## src/rtl/rfr_pkg.sv

```systemverilog
package rfr_pkg;
  typedef enum logic [1:0] {
    SEQ_IDLE = 2'd0,
    SEQ_REF  = 2'd1,
    SEQ_WB   = 2'd2
  } seq_state_t;
endpackage

```

## src/rtl/rfr_tick.sv

```systemverilog
module rfr_tick #(
  parameter int TICK_DIV = 4
) (
  input  logic clk,
  input  logic rst,
  output logic tick
);
  generate
    if (TICK_DIV <= 1) begin : g_every
      assign tick = 1'b1;
    end else begin : g_div
      localparam int CW = $clog2(TICK_DIV);
      logic [CW-1:0] cnt;
      always_ff @(posedge clk) begin
        if (rst) cnt <= '0;
        else if (cnt == CW'(TICK_DIV - 1)) cnt <= '0;
        else cnt <= cnt + 1'b1;
      end
      assign tick = (cnt == CW'(TICK_DIV - 1));
    end
  endgenerate
endmodule

```

## src/rtl/rfr_pick.sv

```systemverilog
module rfr_pick #(
  parameter int N  = 8,
  parameter int IW = (N > 1) ? $clog2(N) : 1
) (
  input  logic [N-1:0]  req,
  output logic          any,
  output logic [IW-1:0] idx
);
  always_comb begin
    any = |req;
    idx = '0;
    for (int i = N - 1; i >= 0; i--) begin
      if (req[i]) idx = IW'(i);
    end
  end
endmodule

```

## src/rtl/rfr_line.sv

```systemverilog
module rfr_line #(
  parameter int RET_TICKS = 64,
  parameter int GUARD     = 16,
  parameter int IDLE_W    = 3
) (
  input  logic              clk,
  input  logic              rst,
  input  logic              tick,
  input  logic              acc_hit,
  input  logic              acc_fill,
  input  logic              acc_write,
  input  logic              drop,
  input  logic              ref_done,
  input  logic              ref_seen,
  input  logic              keep_clean,
  input  logic [IDLE_W-1:0] thr_clean,
  input  logic [IDLE_W-1:0] thr_dirty,
  output logic              valid_o,
  output logic              dirty_o,
  output logic              due_o,
  output logic              drop_ok_o
);
  localparam int TW = $clog2(RET_TICKS + 1);
  localparam int DUE_AT = RET_TICKS - GUARD;
  localparam logic [IDLE_W-1:0] IDLE_MAX = '1;

  logic              valid_q, dirty_q;
  logic [TW-1:0]     timer_q;
  logic [IDLE_W-1:0] idle_q;

  always_ff @(posedge clk) begin
    if (rst) begin
      valid_q <= 1'b0;
      dirty_q <= 1'b0;
      timer_q <= '0;
      idle_q  <= '0;
    end else begin
      if (valid_q && tick && timer_q != TW'(RET_TICKS)) timer_q <= timer_q + 1'b1;
      if (drop) begin
        valid_q <= 1'b0;
        dirty_q <= 1'b0;
        timer_q <= '0;
        idle_q  <= '0;
      end else if (acc_hit && (acc_fill || valid_q)) begin
        valid_q <= 1'b1;
        timer_q <= '0;
        idle_q  <= '0;
        dirty_q <= acc_fill ? acc_write : (dirty_q | acc_write);
      end else if (ref_done) begin
        timer_q <= '0;
        if (!ref_seen && idle_q != IDLE_MAX) idle_q <= idle_q + 1'b1;
      end
      if (keep_clean) dirty_q <= 1'b0;
    end
  end

  assign valid_o   = valid_q;
  assign dirty_o   = dirty_q;
  assign due_o     = valid_q && (timer_q >= TW'(DUE_AT));
  assign drop_ok_o = dirty_q ? (idle_q >= thr_dirty) : (idle_q >= thr_clean);

  // a live line never reaches the end of its retention window
  assert_retention_R1: assert property (@(posedge clk) disable iff (rst)
    valid_q |-> (timer_q < TW'(RET_TICKS)));

  // a fill always leaves the line valid
  assert_fill_valid_R2: assert property (@(posedge clk) disable iff (rst)
    (acc_hit && acc_fill && !drop) |=> valid_q);
endmodule

```

## src/rtl/rfr_ctrl.sv

```systemverilog
module rfr_ctrl #(
  parameter int LINES     = 8,
  parameter int TICK_DIV  = 4,
  parameter int RET_TICKS = 64,
  parameter int GUARD     = 16,
  parameter int IDLE_W    = 3
) (
  input  logic                                   clk,
  input  logic                                   rst,
  input  logic [IDLE_W-1:0]                      thr_clean,
  input  logic [IDLE_W-1:0]                      thr_dirty,
  input  logic                                   acc_valid,
  input  logic [((LINES>1)?$clog2(LINES):1)-1:0] acc_idx,
  input  logic                                   acc_write,
  input  logic                                   acc_fill,
  output logic                                   ref_req,
  output logic [((LINES>1)?$clog2(LINES):1)-1:0] ref_idx,
  input  logic                                   ref_ack,
  output logic                                   wb_req,
  output logic [((LINES>1)?$clog2(LINES):1)-1:0] wb_idx,
  input  logic                                   wb_ack,
  output logic                                   inv_pulse,
  output logic [((LINES>1)?$clog2(LINES):1)-1:0] inv_idx
);
  import rfr_pkg::*;
  localparam int IDX_W = (LINES > 1) ? $clog2(LINES) : 1;

  logic              tick;
  logic [LINES-1:0]  valid_v, dirty_v, due_v, dropok_v;
  logic [LINES-1:0]  acc_sel_v, drop_v, refdone_v, keep_v, cand_v;
  logic              any;
  logic [IDX_W-1:0]  pick_idx, pend_idx;
  logic              pend_hit, seen;
  seq_state_t        state;

  rfr_tick #(.TICK_DIV(TICK_DIV)) u_tick (.clk(clk), .rst(rst), .tick(tick));

  genvar gi;
  generate
    for (gi = 0; gi < LINES; gi++) begin : g_line
      assign acc_sel_v[gi] = acc_valid && (acc_idx == IDX_W'(gi));
      rfr_line #(.RET_TICKS(RET_TICKS), .GUARD(GUARD), .IDLE_W(IDLE_W)) u_line (
        .clk(clk), .rst(rst), .tick(tick),
        .acc_hit(acc_sel_v[gi]), .acc_fill(acc_fill), .acc_write(acc_write),
        .drop(drop_v[gi]), .ref_done(refdone_v[gi]), .ref_seen(seen),
        .keep_clean(keep_v[gi]), .thr_clean(thr_clean), .thr_dirty(thr_dirty),
        .valid_o(valid_v[gi]), .dirty_o(dirty_v[gi]), .due_o(due_v[gi]),
        .drop_ok_o(dropok_v[gi]));
    end
  endgenerate

  // a line touched this cycle is refreshed by that access: not a candidate
  assign cand_v = (state == SEQ_IDLE) ? (due_v & ~acc_sel_v) : '0;

  rfr_pick #(.N(LINES), .IW(IDX_W)) u_pick (.req(cand_v), .any(any), .idx(pick_idx));

  assign pend_idx = (state == SEQ_WB) ? wb_idx : ref_idx;
  assign seen     = pend_hit || (acc_valid && acc_idx == pend_idx);

  always_comb begin
    drop_v    = '0;
    refdone_v = '0;
    keep_v    = '0;
    case (state)
      SEQ_IDLE: if (any && dropok_v[pick_idx] && !dirty_v[pick_idx]) drop_v[pick_idx] = 1'b1;
      SEQ_REF:  if (ref_ack) refdone_v[ref_idx] = 1'b1;
      SEQ_WB:   if (wb_ack) begin
                  if (seen) keep_v[wb_idx] = 1'b1;
                  else      drop_v[wb_idx] = 1'b1;
                end
      default: ;
    endcase
  end

  always_ff @(posedge clk) begin
    if (rst) begin
      state     <= SEQ_IDLE;
      ref_req   <= 1'b0;
      ref_idx   <= '0;
      wb_req    <= 1'b0;
      wb_idx    <= '0;
      inv_pulse <= 1'b0;
      inv_idx   <= '0;
      pend_hit  <= 1'b0;
    end else begin
      inv_pulse <= 1'b0;
      case (state)
        SEQ_IDLE: begin
          if (any) begin
            pend_hit <= 1'b0;
            if (dropok_v[pick_idx]) begin
              if (dirty_v[pick_idx]) begin
                wb_req <= 1'b1;
                wb_idx <= pick_idx;
                state  <= SEQ_WB;
              end else begin
                inv_pulse <= 1'b1;
                inv_idx   <= pick_idx;
              end
            end else begin
              ref_req <= 1'b1;
              ref_idx <= pick_idx;
              state   <= SEQ_REF;
            end
          end
        end
        SEQ_REF: begin
          if (acc_valid && acc_idx == ref_idx) pend_hit <= 1'b1;
          if (ref_ack) begin
            ref_req <= 1'b0;
            state   <= SEQ_IDLE;
          end
        end
        SEQ_WB: begin
          if (acc_valid && acc_idx == wb_idx) pend_hit <= 1'b1;
          if (wb_ack) begin
            wb_req <= 1'b0;
            state  <= SEQ_IDLE;
            if (!seen) begin
              inv_pulse <= 1'b1;
              inv_idx   <= wb_idx;
            end
          end
        end
        default: state <= SEQ_IDLE;
      endcase
    end
  end

  // refresh request held with stable index until acknowledged
  assert_ref_hold_R10: assert property (@(posedge clk) disable iff (rst)
    (ref_req && !ref_ack) |=> (ref_req && $stable(ref_idx)));

  // writeback request held with stable index until acknowledged
  assert_wb_hold_R6: assert property (@(posedge clk) disable iff (rst)
    (wb_req && !wb_ack) |=> (wb_req && $stable(wb_idx)));

  // uncancelled writeback is followed by the invalidate of that line
  assert_inv_after_ack_R6: assert property (@(posedge clk) disable iff (rst)
    (wb_req && wb_ack && !seen) |=> (inv_pulse && inv_idx == $past(wb_idx)));

  // a cancelled writeback produces no invalidate
  assert_cancel_keeps_R7: assert property (@(posedge clk) disable iff (rst)
    (wb_req && wb_ack && seen) |=> !inv_pulse);

  // one command at a time
  assert_one_cmd_R8: assert property (@(posedge clk) disable iff (rst)
    $onehot0({ref_req, wb_req}));

  // only valid lines are refreshed
  assert_ref_valid_R10: assert property (@(posedge clk) disable iff (rst)
    $rose(ref_req) |-> valid_v[ref_idx]);

  // writebacks only for valid dirty lines
  assert_wb_dirty_R5: assert property (@(posedge clk) disable iff (rst)
    $rose(wb_req) |-> (valid_v[wb_idx] && dirty_v[wb_idx]));
endmodule

```

## config.mk

```make
export PLATFORM = sky130hd
export DESIGN_NAME = rfr_ctrl
export DESIGN_NICKNAME = d
export VERILOG_FILES = /design/src/rtl/rfr_pkg.sv /design/src/rtl/rfr_tick.sv /design/src/rtl/rfr_pick.sv /design/src/rtl/rfr_line.sv /design/src/rtl/rfr_ctrl.sv
export SDC_FILE = /design/constraint.sdc
export NUM_CORES = 1
export LEC_CHECK = 0
export BUFFER_PORTS_ARGS = -buffer_cell sky130_fd_sc_hd__buf_2
export CAP_MARGIN = 20
export CELL_PAD_IN_SITES_DETAIL_PLACEMENT = 0
export CELL_PAD_IN_SITES_GLOBAL_PLACEMENT = 1
export CORE_ASPECT_RATIO = 0.8
export CORE_MARGIN = 2
export CORE_UTILIZATION = 48
export CTS_CLUSTER_SIZE = 16
export DETAILED_ROUTE_END_ITERATION = 12
export GPL_ROUTABILITY_DRIVEN = 0
export GPL_TIMING_DRIVEN = 0
export PLACE_DENSITY_LB_ADDON = 0.2
export SLEW_MARGIN = 20
export SYNTH_ARGS = -nofsm -noshare
export SYNTH_HDL_FRONTEND = slang
export SYNTH_SLANG_ARGS = --single-unit
export TNS_END_PERCENT = 1
```

## constraint.sdc

```tcl
create_clock -name clk -period 3.6 [get_ports clk]
set_input_delay 0.54 -clock clk [delete_from_list [all_inputs] [get_ports clk]]
set_output_delay 0.54 -clock clk [all_outputs]
set_load 0.005 [all_outputs]
```

==> impl_metrics.ini <==
[die]
top_level_ports = 28
core_mm2 = 0.0156
start_util_pct = 48.5
die_x_um = 144
die_h_um = 116
die_area_mm2 = 0.0168
rows = 41

[yosys]
ys.flop_type = dfxtp_1
synth-edff-count = 0
ys_warn_count = 0
synth.distinct_cells = 69
synth_area_mm2 = 0.00756
synth_nets = 981
seq_area_frac_synth_pct = 29.9
ys_seq_elements = 113
syn_area_per_cell_um2 = 8.59
synth_cells = 880
synthArstFlopShare_pct = 0

[timing]
period_share_pct = 99.4
fmax_mhz = 280
slew_headroom_pct = 30.6
drv_slew = 0
fin_skew_ns = 0.00654
fin_crit_ns = 3.58
worst_pin_slew_ns = 1.03
hold_viol_final = 0
whs_ns = 0.420
setup_viol = 0

[layout]
utilization_pct = 56.6
final_cell_mix = 112 x dfxtp_1, 85 x ha_1, 62 x nor2_1, 56 x nor4_1, 54 x inv_1
final_area_mm2 = 0.00883
syn2layout_area_growth_pct = 16.8
nets = 1031
drive_gt1_share_pct = 14.3
layout_commonest_cell = dfxtp_1
fin_cells = 1158
antenna_cells = 0

[power_and_ir_drop]
power.internal_w = 0.00251
seqPwrFrac_pct = 38.6
power_density_mw_per_mm2 = 373
switching_power_w = 0.000786
leakagePower_nw = 3.65
clkPwrFrac_pct = 55.1
p_sw_share_pct = 23.9
ir_worst_vdd_mv = 0.330
p_comb_share_pct = 6.3

[min_path]
hp-class = flip-flop to flip-flop
hold_depth = 1
min_from = u_tick.g_div.cnt[0]
hold_end = u_tick.g_div.cnt[0]

[clocking]
cts_buffers = 17
cts_max_level = 4
cts_root_buffer = clkbuf_16
cts_buffer_depth = 2
clock_latency_ns = 0.43
clkSlewWorstSetupHoldPaths_ns = 0.06
cts_sinks = 113
cts_tree = done

[drt]
routedWlPerCell_um = 19.4
drt-total-wl_um = 22500
ant_nets = 0
first_pass_iters = 5
drt-initial-drc-count = 649
via_count = 6893
avgViaCountPerCell = 5.95
drc = 0

[global_route]
grt-ovfl-total = 0
track_usage_pct = 27.5
grt_pass1_wl_um = 34900
antenna_found_initial = 0
grt_pass1_vias = 6553
grt_start_max_net_pins = 17

[worst_setup_path]
cp-start-kind = flip-flop
critPathRequiredTime_ns = 3.89
path_max_fanout = 7
regToRegEndpoint = g_line[7].u_line.timer_q[6]
r2r-start = state[1]
endpoint_kind = flip-flop
crit_arrival_ns = 3.87
crit_type = flip-flop to flip-flop
reg2reg_setup_slack_ns = 0.02
reg2reg_depth = 14

[placement]
placed_cells = 1119
io_buffers = 24
dpl-instance-area_mm2 = 0.00795
dp.final_hpwl_um = 16800

[flow_run]
cap_violations = 0

[status]
outcome = finished clean
## metrics by stage
stage | power [W] | setup TNS [ns] | setup WS (ns)
floorplan | 0.00142 | 0 | 0.456
global placement | 0.00149 | -0.701 | -0.0511
detailed placement | 0.00150 | -4.15 | -0.138
CTS | 0.00330 | 0 | 0.0247
global route | 0.00340 | -0.0939 | -0.0259
finish | 0.00329 | 0 | 0.0228
## power by group through the flow
stage | clock (W) | combinational [W] | sequential [W]
finish | 0.00182 | 0.000209 | 0.00127
global route | 0.00190 | 0.000230 | 0.00127
CTS | 0.00183 | 0.000201 | 0.00127
detailed placement | 0 | 0.000199 | 0.00130
global placement | 0 | 0.000191 | 0.00130
floorplan | 0 | 0.000126 | 0.00129
## Yosys cell counts (all sizes together) (7+ instances only)
cell type | count | area share (%)
nor2b | 13 | 1.1
nor4 | 58 | 5.0
a21o | 16 | 1.6
and2 | 7 | 0.58
ha | 85 | 14
nand2b | 11 | 0.91
dfxtp | 113 | 30
o21a | 7 | 0.69
nand2 | 55 | 2.8
xnor2 | 41 | 4.7
mux2 | 8 | 1.2
nand3 | 26 | 1.7
nor3 | 26 | 1.8
xor2 | 24 | 2.8
a211oi | 11 | 1.2
clkbuf | 18 | 0.89
a31oi | 11 | 0.91
buf | 20 | 1.3
mux2i | 23 | 3.0
nor2 | 63 | 3.2
o21ai | 22 | 1.5
inv | 56 | 2.8
a21oi | 53 | 3.5
a22oi | 8 | 0.86
and3 | 30 | 2.5
## per-layer routing
layer  routed length, µm  GRT usage, %  up-vias  share of wire (%)
met2                9740          42.5      233                 43
met4                 543          8.80        0                2.4
met3                1670          6.85       49                7.4
li1                    -             -     3323                  -
met5                   0             0        -                  0
met1               10500          37.9     3288                 47
## flip-flops by register name (all words and copies together) (netlist names)
name,count
pend_hit,1
inv_pulse,1
ref_idx,3
u_tick.g_div.cnt,2
wb_req,1
g_line.u_line.dirty_o,8
g_line.u_line.valid_o,8
state,2
g_line.u_line.timer_q,56
g_line.u_line.idle_q,24
wb_idx,3
ref_req,1
inv_idx,3
## layout make-up
| class | count | area (µm²) |
|---|---|---|
| fill | 1424 | 6760 |
| multi-input combinational | 673 | 5090 |
| timing repair buffer | 32 | 180 |
| clock inverter | 13 | 185 |
| clock buffer | 19 | 443 |
| buffer | 37 | 191 |
| tap | 215 | 269 |
| inverter | 56 | 210 |
| sequential | 113 | 2260 |
## what timing repair did
item,CTS,global route
setup endpoints to repair,61,84
pin swaps,0,12
resized for setup,4,44
buffers inserted,0,7
hold buffers,0,0
gates cloned,0,1
## worst max path at each step
stage	start	end	slack [ns]
finish	state[1]	g_line[7].u_line.timer_q[6]	0.02
floorplan	acc_idx[0]	g_line[7].u_line.timer_q[2]	0.46
global route	state[0]	g_line[7].u_line.valid_o	-0.03
global placement	acc_idx[1]	g_line[7].u_line.timer_q[3]	-0.05
CTS	state[1]	g_line[7].u_line.idle_q[0]	0.02
detailed placement	state[1]	g_line[7].u_line.timer_q[4]	-0.14
## critical path: stages, from the launching register on
cell and delay, ns:
dfxtp_1 0.34, inv_2 0.08, ha_1 0.17, buf_6 0.16, nand2_1 0.09, or3_4 0.41
mux2_1 0.33, a41oi_2 0.23, and3_4 0.23, a22oi_2 0.08, or4_4 0.43, buf_6 0.16
nor4_4 0.44, buf_4 0.22, nor4_1 0.05
## cell families after synthesis
group	Yosys count	synth area share (%)
AND/OR/NAND/NOR	318	23.1
AO/OA/AOI/OAI	174	16.1
flip-flops	113	29.9
buffers and inverters	94	5.01
adder cells (fa/ha/maj)	85	14.1
XOR/XNOR	65	7.53
multiplexers	31	4.23
Power figures use the tool's default switching activity.
